<file path="src/rtl/wtd_pkg.sv">
package wtd_pkg;

    localparam int CARD_AW = 20;

    localparam logic [1:0] SEL_CTRL  = 2'd0;
    localparam logic [1:0] SEL_START = 2'd1;
    localparam logic [1:0] SEL_FINE  = 2'd2;

    // Control register bit positions (software visible)
    localparam int CB_REQ   = 0;
    localparam int CB_DIR   = 1;
    localparam int CB_WIDE  = 2;
    localparam int CB_IRQEN = 5;
    localparam int CB_HALF  = 6;
    localparam int CB_SIGN  = 7;

    typedef struct packed {
        logic to_sys;
        logic sign_inv;
        logic half16;
        logic tc_irq_en;
        logic wide;
    } job_t;

    function automatic logic [CARD_AW-1:0] card_base(
        input logic [15:0] para,
        input logic [3:0]  nib,
        input logic        wide
    );
        logic [CARD_AW-1:0] a;
        a = {para, 4'h0} | {16'h0, nib};
        if (wide)
            a = (a & 20'hC0000) + ((a & 20'h1FFF0) << 1);
        return a;
    endfunction

    function automatic logic flip_msb(
        input logic to_sys,
        input logic sign_inv,
        input logic half16,
        input logic wide,
        input logic hi_byte
    );
        return sign_inv && !to_sys && ((wide && hi_byte) || !half16);
    endfunction

endpackage

</file>
<file path="src/rtl/wtd_regs.sv">
module wtd_regs
    import wtd_pkg::*;
#(
    parameter int CNT_W = 16,
    localparam int UW = CNT_W + 1
) (
    input  logic               clk,
    input  logic               rst,
    input  logic               reg_wr,
    input  logic               reg_rd,
    input  logic [1:0]         reg_sel,
    input  logic [15:0]        reg_wdata,
    output logic [15:0]        reg_rdata,
    input  logic               wide_chan,
    input  logic [UW-1:0]      units_now,
    input  logic               busy,
    input  logic               done,
    output logic               start_fire,
    output job_t               job,
    output logic [CARD_AW-1:0] base_addr,
    output logic               irq
);
    logic [7:0]    ctrl_q;
    logic [15:0]   para_q;
    logic [7:0]    fine_q;
    logic          tc_q;
    job_t          job_q;
    logic [UW-1:0] units_q;
    logic [15:0]   para_step;
    logic [3:0]    fine_next;
    logic          ctrl_rd;

    assign ctrl_rd    = reg_rd && (reg_sel == SEL_CTRL);
    assign start_fire = reg_wr && (reg_sel == SEL_CTRL) && reg_wdata[CB_REQ] && !busy;
    assign base_addr  = card_base(para_q, fine_q[3:0], wide_chan);
    assign para_step  = 16'(units_q >> 4);
    assign fine_next  = units_q[3:0] + fine_q[3:0];
    assign job        = job_q;
    assign irq        = tc_q;

    always_comb begin
        case (reg_sel)
            SEL_CTRL: begin
                reg_rdata = {8'h00, ctrl_q};
                reg_rdata[CB_HALF] = ctrl_q[CB_HALF] | tc_q;
                reg_rdata[CB_WIDE] = ctrl_q[CB_WIDE] | wide_chan;
            end
            SEL_START: reg_rdata = para_q;
            SEL_FINE:  reg_rdata = {8'h00, fine_q};
            default:   reg_rdata = 16'hFFFF;
        endcase
    end

    always_ff @(posedge clk) begin
        if (rst) begin
            ctrl_q  <= '0;
            para_q  <= '0;
            fine_q  <= '0;
            tc_q    <= 1'b0;
            job_q   <= '0;
            units_q <= '0;
        end else begin
            if (reg_wr) begin
                case (reg_sel)
                    SEL_CTRL:  ctrl_q <= reg_wdata[7:0];
                    SEL_START: begin
                        para_q <= reg_wdata;
                        fine_q <= {4'h0, fine_q[3:0]};
                    end
                    SEL_FINE:  fine_q <= reg_wdata[7:0];
                    default: ;
                endcase
            end
            if (ctrl_rd) begin
                ctrl_q[CB_HALF] <= 1'b0;
                ctrl_q[CB_WIDE] <= 1'b0;
                tc_q            <= 1'b0;
            end
            if (start_fire) begin
                job_q.to_sys    <= reg_wdata[CB_DIR];
                job_q.sign_inv  <= reg_wdata[CB_SIGN];
                job_q.half16    <= reg_wdata[CB_HALF];
                job_q.tc_irq_en <= reg_wdata[CB_IRQEN];
                job_q.wide      <= wide_chan;
                units_q         <= units_now;
            end
            // Terminal count is applied last so it wins over a same-cycle read
            if (done) begin
                ctrl_q[CB_REQ] <= 1'b0;
                para_q         <= para_q + para_step;
                fine_q         <= {4'h0, fine_next};
                if (job_q.tc_irq_en)
                    tc_q <= 1'b1;
            end
        end
    end
endmodule

</file>
<file path="src/rtl/wtd_mover.sv">
module wtd_mover
    import wtd_pkg::*;
#(
    parameter int CNT_W = 16,
    localparam int LW = CNT_W + 2
) (
    input  logic               clk,
    input  logic               rst,
    input  logic               start_fire,
    input  logic [CARD_AW-1:0] base_addr,
    input  logic [LW-1:0]      load_bytes,
    input  logic               to_sys,
    input  logic               sign_inv,
    input  logic               half16,
    input  logic               wide,
    input  logic               sys_in_valid,
    input  logic [7:0]         sys_in_data,
    output logic               sys_in_ready,
    output logic               sys_out_valid,
    output logic [7:0]         sys_out_data,
    input  logic               sys_out_ready,
    output logic               mem_req,
    output logic               mem_we,
    output logic [CARD_AW-1:0] mem_addr,
    output logic [7:0]         mem_wdata,
    input  logic [7:0]         mem_rdata,
    input  logic               mem_ack,
    output logic               busy,
    output logic               done
);
    logic               busy_q;
    logic [CARD_AW-1:0] addr_q;
    logic [LW-1:0]      left_q;
    logic               hi_q;
    logic               move;
    logic               flip;

    assign busy          = busy_q;
    assign mem_req       = busy_q && (to_sys ? sys_out_ready : sys_in_valid);
    assign mem_we        = busy_q && !to_sys;
    assign sys_in_ready  = busy_q && !to_sys && mem_ack;
    assign sys_out_valid = busy_q && to_sys && mem_ack;
    assign move          = mem_req && mem_ack;
    assign done          = move && (left_q == LW'(1));
    assign mem_addr      = addr_q;
    assign flip          = flip_msb(to_sys, sign_inv, half16, wide, hi_q);
    assign mem_wdata     = sys_in_data ^ {flip, 7'h00};
    assign sys_out_data  = mem_rdata;

    always_ff @(posedge clk) begin
        if (rst) begin
            busy_q <= 1'b0;
            addr_q <= '0;
            left_q <= '0;
            hi_q   <= 1'b0;
        end else if (start_fire) begin
            busy_q <= 1'b1;
            addr_q <= base_addr;
            left_q <= load_bytes;
            hi_q   <= 1'b0;
        end else if (move) begin
            addr_q <= addr_q + 1'b1;
            left_q <= left_q - 1'b1;
            hi_q   <= wide ? !hi_q : 1'b0;
            if (done)
                busy_q <= 1'b0;
        end
    end
endmodule

</file>
<file path="src/rtl/wt_dma_engine.sv">
module wt_dma_engine
    import wtd_pkg::*;
#(
    parameter int CNT_W = 16
) (
    input  logic               clk,
    input  logic               rst,
    input  logic               reg_wr,
    input  logic               reg_rd,
    input  logic [1:0]         reg_sel,
    input  logic [15:0]        reg_wdata,
    output logic [15:0]        reg_rdata,
    output logic               irq,
    input  logic               wide_chan,
    input  logic [CNT_W-1:0]   sys_count,
    input  logic               sys_in_valid,
    input  logic [7:0]         sys_in_data,
    output logic               sys_in_ready,
    output logic               sys_out_valid,
    output logic [7:0]         sys_out_data,
    input  logic               sys_out_ready,
    output logic               mem_req,
    output logic               mem_we,
    output logic [CARD_AW-1:0] mem_addr,
    output logic [7:0]         mem_wdata,
    input  logic [7:0]         mem_rdata,
    input  logic               mem_ack
);
    localparam int UW = CNT_W + 1;
    localparam int LW = CNT_W + 2;

    logic               busy_w;
    logic               done_w;
    logic               start_w;
    job_t               job_w;
    logic [CARD_AW-1:0] base_w;
    logic [UW-1:0]      units_now;
    logic [LW-1:0]      load_bytes;

    assign units_now  = UW'(sys_count) + UW'(1);
    assign load_bytes = wide_chan ? {units_now, 1'b0} : {1'b0, units_now};

    wtd_regs #(.CNT_W(CNT_W)) u_regs (
        .clk(clk), .rst(rst),
        .reg_wr(reg_wr), .reg_rd(reg_rd), .reg_sel(reg_sel),
        .reg_wdata(reg_wdata), .reg_rdata(reg_rdata),
        .wide_chan(wide_chan), .units_now(units_now),
        .busy(busy_w), .done(done_w),
        .start_fire(start_w), .job(job_w), .base_addr(base_w),
        .irq(irq)
    );

    wtd_mover #(.CNT_W(CNT_W)) u_mover (
        .clk(clk), .rst(rst),
        .start_fire(start_w), .base_addr(base_w), .load_bytes(load_bytes),
        .to_sys(job_w.to_sys), .sign_inv(job_w.sign_inv),
        .half16(job_w.half16), .wide(job_w.wide),
        .sys_in_valid(sys_in_valid), .sys_in_data(sys_in_data),
        .sys_in_ready(sys_in_ready),
        .sys_out_valid(sys_out_valid), .sys_out_data(sys_out_data),
        .sys_out_ready(sys_out_ready),
        .mem_req(mem_req), .mem_we(mem_we), .mem_addr(mem_addr),
        .mem_wdata(mem_wdata), .mem_rdata(mem_rdata), .mem_ack(mem_ack),
        .busy(busy_w), .done(done_w)
    );
endmodule

</file>
<file path="config.mk">
export PLATFORM = sky130hd
export DESIGN_NAME = wt_dma_engine
export DESIGN_NICKNAME = d
export VERILOG_FILES = /design/src/rtl/wtd_pkg.sv /design/src/rtl/wtd_regs.sv /design/src/rtl/wtd_mover.sv /design/src/rtl/wt_dma_engine.sv
export SDC_FILE = /design/constraint.sdc
export NUM_CORES = 1
export LEC_CHECK = 0
export ABC_AREA = 1
export BUFFER_PORTS_ARGS = -buffer_cell sky130_fd_sc_hd__buf_2
export CORE_ASPECT_RATIO = 1.25
export CORE_MARGIN = 5
export CORE_UTILIZATION = 33
export DETAILED_ROUTE_END_ITERATION = 10
export PLACE_DENSITY = 0.56
export SETUP_SLACK_MARGIN = 0.2
export SLEW_MARGIN = 10
export SYNTH_ARGS = -nofsm -noshare
export SYNTH_HDL_FRONTEND = slang
export SYNTH_SLANG_ARGS = --single-unit
</file>
<file path="constraint.sdc">
create_clock -name clk -period 2 [get_ports clk]
set_input_delay 0.1 -clock clk [delete_from_list [all_inputs] [get_ports clk]]
set_output_delay 0.1 -clock clk [all_outputs]
set_load 0.01 [all_outputs]
</file>
==> results.md <==
* Post-layout nets at 1227
* Status: completed
* Reg2Reg Depth at 11
* Final critical-path share of the clock period at 87.1%
* FF-to-FF Start: u_regs.para_q[0]
* Largest family of logic cells by synthesized area: simple AND/OR/NAND/NOR gates
* Final Max Tran Viols at 0
* Register bit total from synthesis at 95
* Clk pwr share at 37.5%
* Clock sinks at 95
* Final Skew at 0.0112 ns
* Final setup violation count at 0
* Syn-to-layout area delta at 18.2%
* Synth warn at 0
* Die area at 23200 µm²
* Post-Synth XOR/XNOR Area at 2.75%
* Hold Startpoint: reg_wdata[4]
* Synthesized area per cell at 6.32 µm²
* Final ANT Viol Nets at 0
* Wire per inst at 15.8 µm
* Overall via count from detail_route at 7083
* CP max FO at 3
* Critical path class: flip-flop to flip-flop
* Post-synthesis mux area share at 0%
* Final worst slack at 0.257 ns
* Final Power at 4.63 mW
* Synth cell types at 47
* Setup Total Neg Slack at 0 ns
* Synth cell count leaders: nand2_1 (245), inv_1 (135), o21ai_0 (110), nor2_1 (101), dfxtp_1 (95)
* Pre-CTS setup slack at 0.118 ns
* Max-cap viol count at 0
* Largest cells by area after synthesis: dfxtp_1 (28%), nand2_1 (14%), o21ai_0 (8.2%), inv_1 (7.6%), nand3_1 (5.8%)
* Share of the synthesized area in the top cell type at 28.5%
* Maximum clock insertion buffer count at 2
* Die width at 137 µm
* Worst EP required at 2.24 ns
* Slowest stage cell, crit path: fa_2
* Max rail drop VDD at 396 µV
* Gate power share at 18.8%
* CP Launch Type: flip-flop
* Pin count of the biggest net entering global routing at 25
* Number of core rows at 58
* RSZ-0062 raised after global routing: yes
* Antenna Cells at 0
* Hold EP: u_regs.fine_q[4]
* Final Wtd Congestion at 0.883
* Worst setup EP type: flip-flop
* Cell with the most instances after synthesis: nand2_1
* CTS tree: yes
* Synth async-reset ratio at 0%
* # IOs at 115
* Vias/cell at 5.00
* Gate count of the mapped netlist at 1057
* Worst-Skew Late Latency at 0.36 ns
* Dpl cells at 1395
* Min Tclk post-route at 1.74 ns
* Crit. Startpoint: u_regs.para_q[0]
* Clock Tree Root: clkbuf_16
* Total routing usage reported by global routing at 19.6%
* P_sw at 1.48 mW
* Simple-gate share of the synthesized area at 30.8%
* Pre-antenna DRT Iters at 5
* DRC viols at 0
* First-pass GRT wire length at 35800 µm
* Vias in the first global route at 6759
* Final core occ at 39.4%
* Die H at 169 µm
* Crit path cell chain: ha_4 > fa_2 > nand2_2 > nand2_2 > and2_4 > nand2_2 > nand3_2 > nor2_2 > nor2_1 > nand2_1 > a21oi_2
* Syn Nets at 1141
* Crit-path max cell delay at 0.40 ns
* Reg power frac at 43.7%
* CTS Buf Count at 9
* CP most frequent cell: nand2_2
* R2R Setup Slk at 0.26 ns
* Final WL at 22400 µm
* Antenna violations before repair at 0
* Congestion Overflow GR at 0
* Hold depth at 3
* Initial Util at 33.3%
* Slew HR at 62.3%
* Final Non-Filler Cells at 1418
* Worst-path clk slew at 0.08 ns
* Post-synthesis adder-cell area fraction at 5.10%
* H-tree Lvls at 3
* Share of post-route cells with drive strength above 1 at 18.3%
* Top_reg_cell synth: dfxtp_1
* Slew at the pin closest to its max-slew limit at 0.565 ns
* Crit path arrival time at 1.99 ns
* Final Hold Fails at 0
* Sequential fraction of the synthesis area at 28.5%
* Max Clock Freq at 574 MHz
* P per Cell Area at 587 nW/µm²
* PortBufs at 84
* Hold Crit Class: input port to flip-flop
* DP HPWL at 17700 µm
* Int Pwr at 3.15 mW
* Sw frac at 32.0%
* Core Region at 20000 µm²
* LEAKAGE at 3.65 nW
* Cell Area, Synth at 6680 µm²
* Leading area contributor after synthesis: dfxtp_1
* DRT iter0 DRCs at 585
* Critical R2R Capture: u_regs.para_q[8]
* Post-synthesis compound-gate area fraction at 20.3%
* EDFF count, synth at 0
## critical path: cells and delay by family (launching register included)
kind,cells,cell delay (ns)
adder cells (fa/ha/maj),2,0.56
AO/OA/AOI/OAI,1,0.05
flip-flops,1,0.36
AND/OR/NAND/NOR,8,0.66
## registers in the layout (all words and copies together), names as in the netlist
| register | cells |
|---|---|
| u_regs.fine_q | 8 |
| u_mover.hi_q | 1 |
| u_regs.irq | 1 |
| u_regs.para_q | 16 |
| u_mover.left_q | 18 |
| u_regs.job | 5 |
| u_regs.ctrl_q | 8 |
| u_regs.units_q | 17 |
| u_mover.busy | 1 |
| u_mover.mem_addr | 20 |
## cell type report
type | count | area (µm²)
Clock buffer | 9 | 225
Clock inverter | 7 | 61.3
Fill cell | 2254 | 12100
Inverter | 145 | 549
Multi-Input combinational cell | 767 | 4050
Sequential cell | 95 | 1910
Tap cell | 270 | 338
Timing Repair Buffer | 125 | 754
## cell families after synthesis
family | count (synthesis)
XOR/XNOR | 21
AND/OR/NAND/NOR | 479
buffers and inverters | 195
AO/OA/AOI/OAI | 241
adder cells (fa/ha/maj) | 26
flip-flops | 95
## repair_timing
action,in CTS,in global routing
endpoints found under the hold margin,1,0
buffers inserted,1,5
hold buffers,1,0
pin swaps,0,13
resized for setup,8,37
setup endpoints to repair,20,37
## per-layer routing
| layer | GRT usage, % | vias up | share of wire (%) | routed length (µm) |
|---|---|---|---|---|
| met1 | 23.7 | 3265 | 42 | 9520 |
| li1 | - | 3617 | - | - |
| met4 | 5.95 | 0 | 2.1 | 479 |
| met3 | 2.65 | 29 | 3.9 | 864 |
| met2 | 35.7 | 172 | 52 | 11600 |
| met5 | 0 | - | 0 | 0 |
## worst max-delay path by stage
stage and end:
3_5_place_dp u_regs.para_q[9], 6_report u_regs.para_q[8], 5_1_grt u_regs.para_q[11], 2_1_floorplan u_regs.para_q[12], 3_3_place_gp u_regs.para_q[9], 4_1_cts u_regs.para_q[12]
## cell usage in the layout (no fill, tap or decap), drive strengths merged
master	instances
a211oi	2
a21oi	67
a22oi	11
a31oi	12
a41oi	1
and2	5
buf	124
clkbuf	9
clkinv	3
clkinvlp	2
dfxtp	95
dlygate4sd3	1
fa	2
ha	24
inv	147
nand2	251
nand3	77
nand3b	2
nand4	12
nor2	112
nor3	16
nor3b	1
o2111ai	1
o211ai	12
o21a	1
o21ai	121
o21bai	2
o221ai	2
o22ai	7
o31ai	2
or2	3
xnor2	8
xor2	13
## power by group through the flow
| stage | Clock (mW) | Combinational (mW) | Sequential (mW) |
|---|---|---|---|
| floorplan | 0 | 0.577 | 2.05 |
| global placement | 0 | 0.846 | 2.07 |
| detailed placement | 0 | 0.845 | 2.07 |
| CTS | 1.78 | 0.860 | 2.02 |
| global route | 1.85 | 0.985 | 2.03 |
| finish | 1.74 | 0.871 | 2.02 |
## per-stage QoR
stage / hold slack [ns] / cell area (µm²)
3_3_place_gp: 0.200 / 7410
3_5_place_dp: 0.200 / 7410
4_1_cts: 0.0241 / 7740
5_1_grt: 0.0317 / 7890
2_1_floorplan: 0.215 / 6680
6_report: 0.0333 / 7890
(Power assumes the default switching activity.)
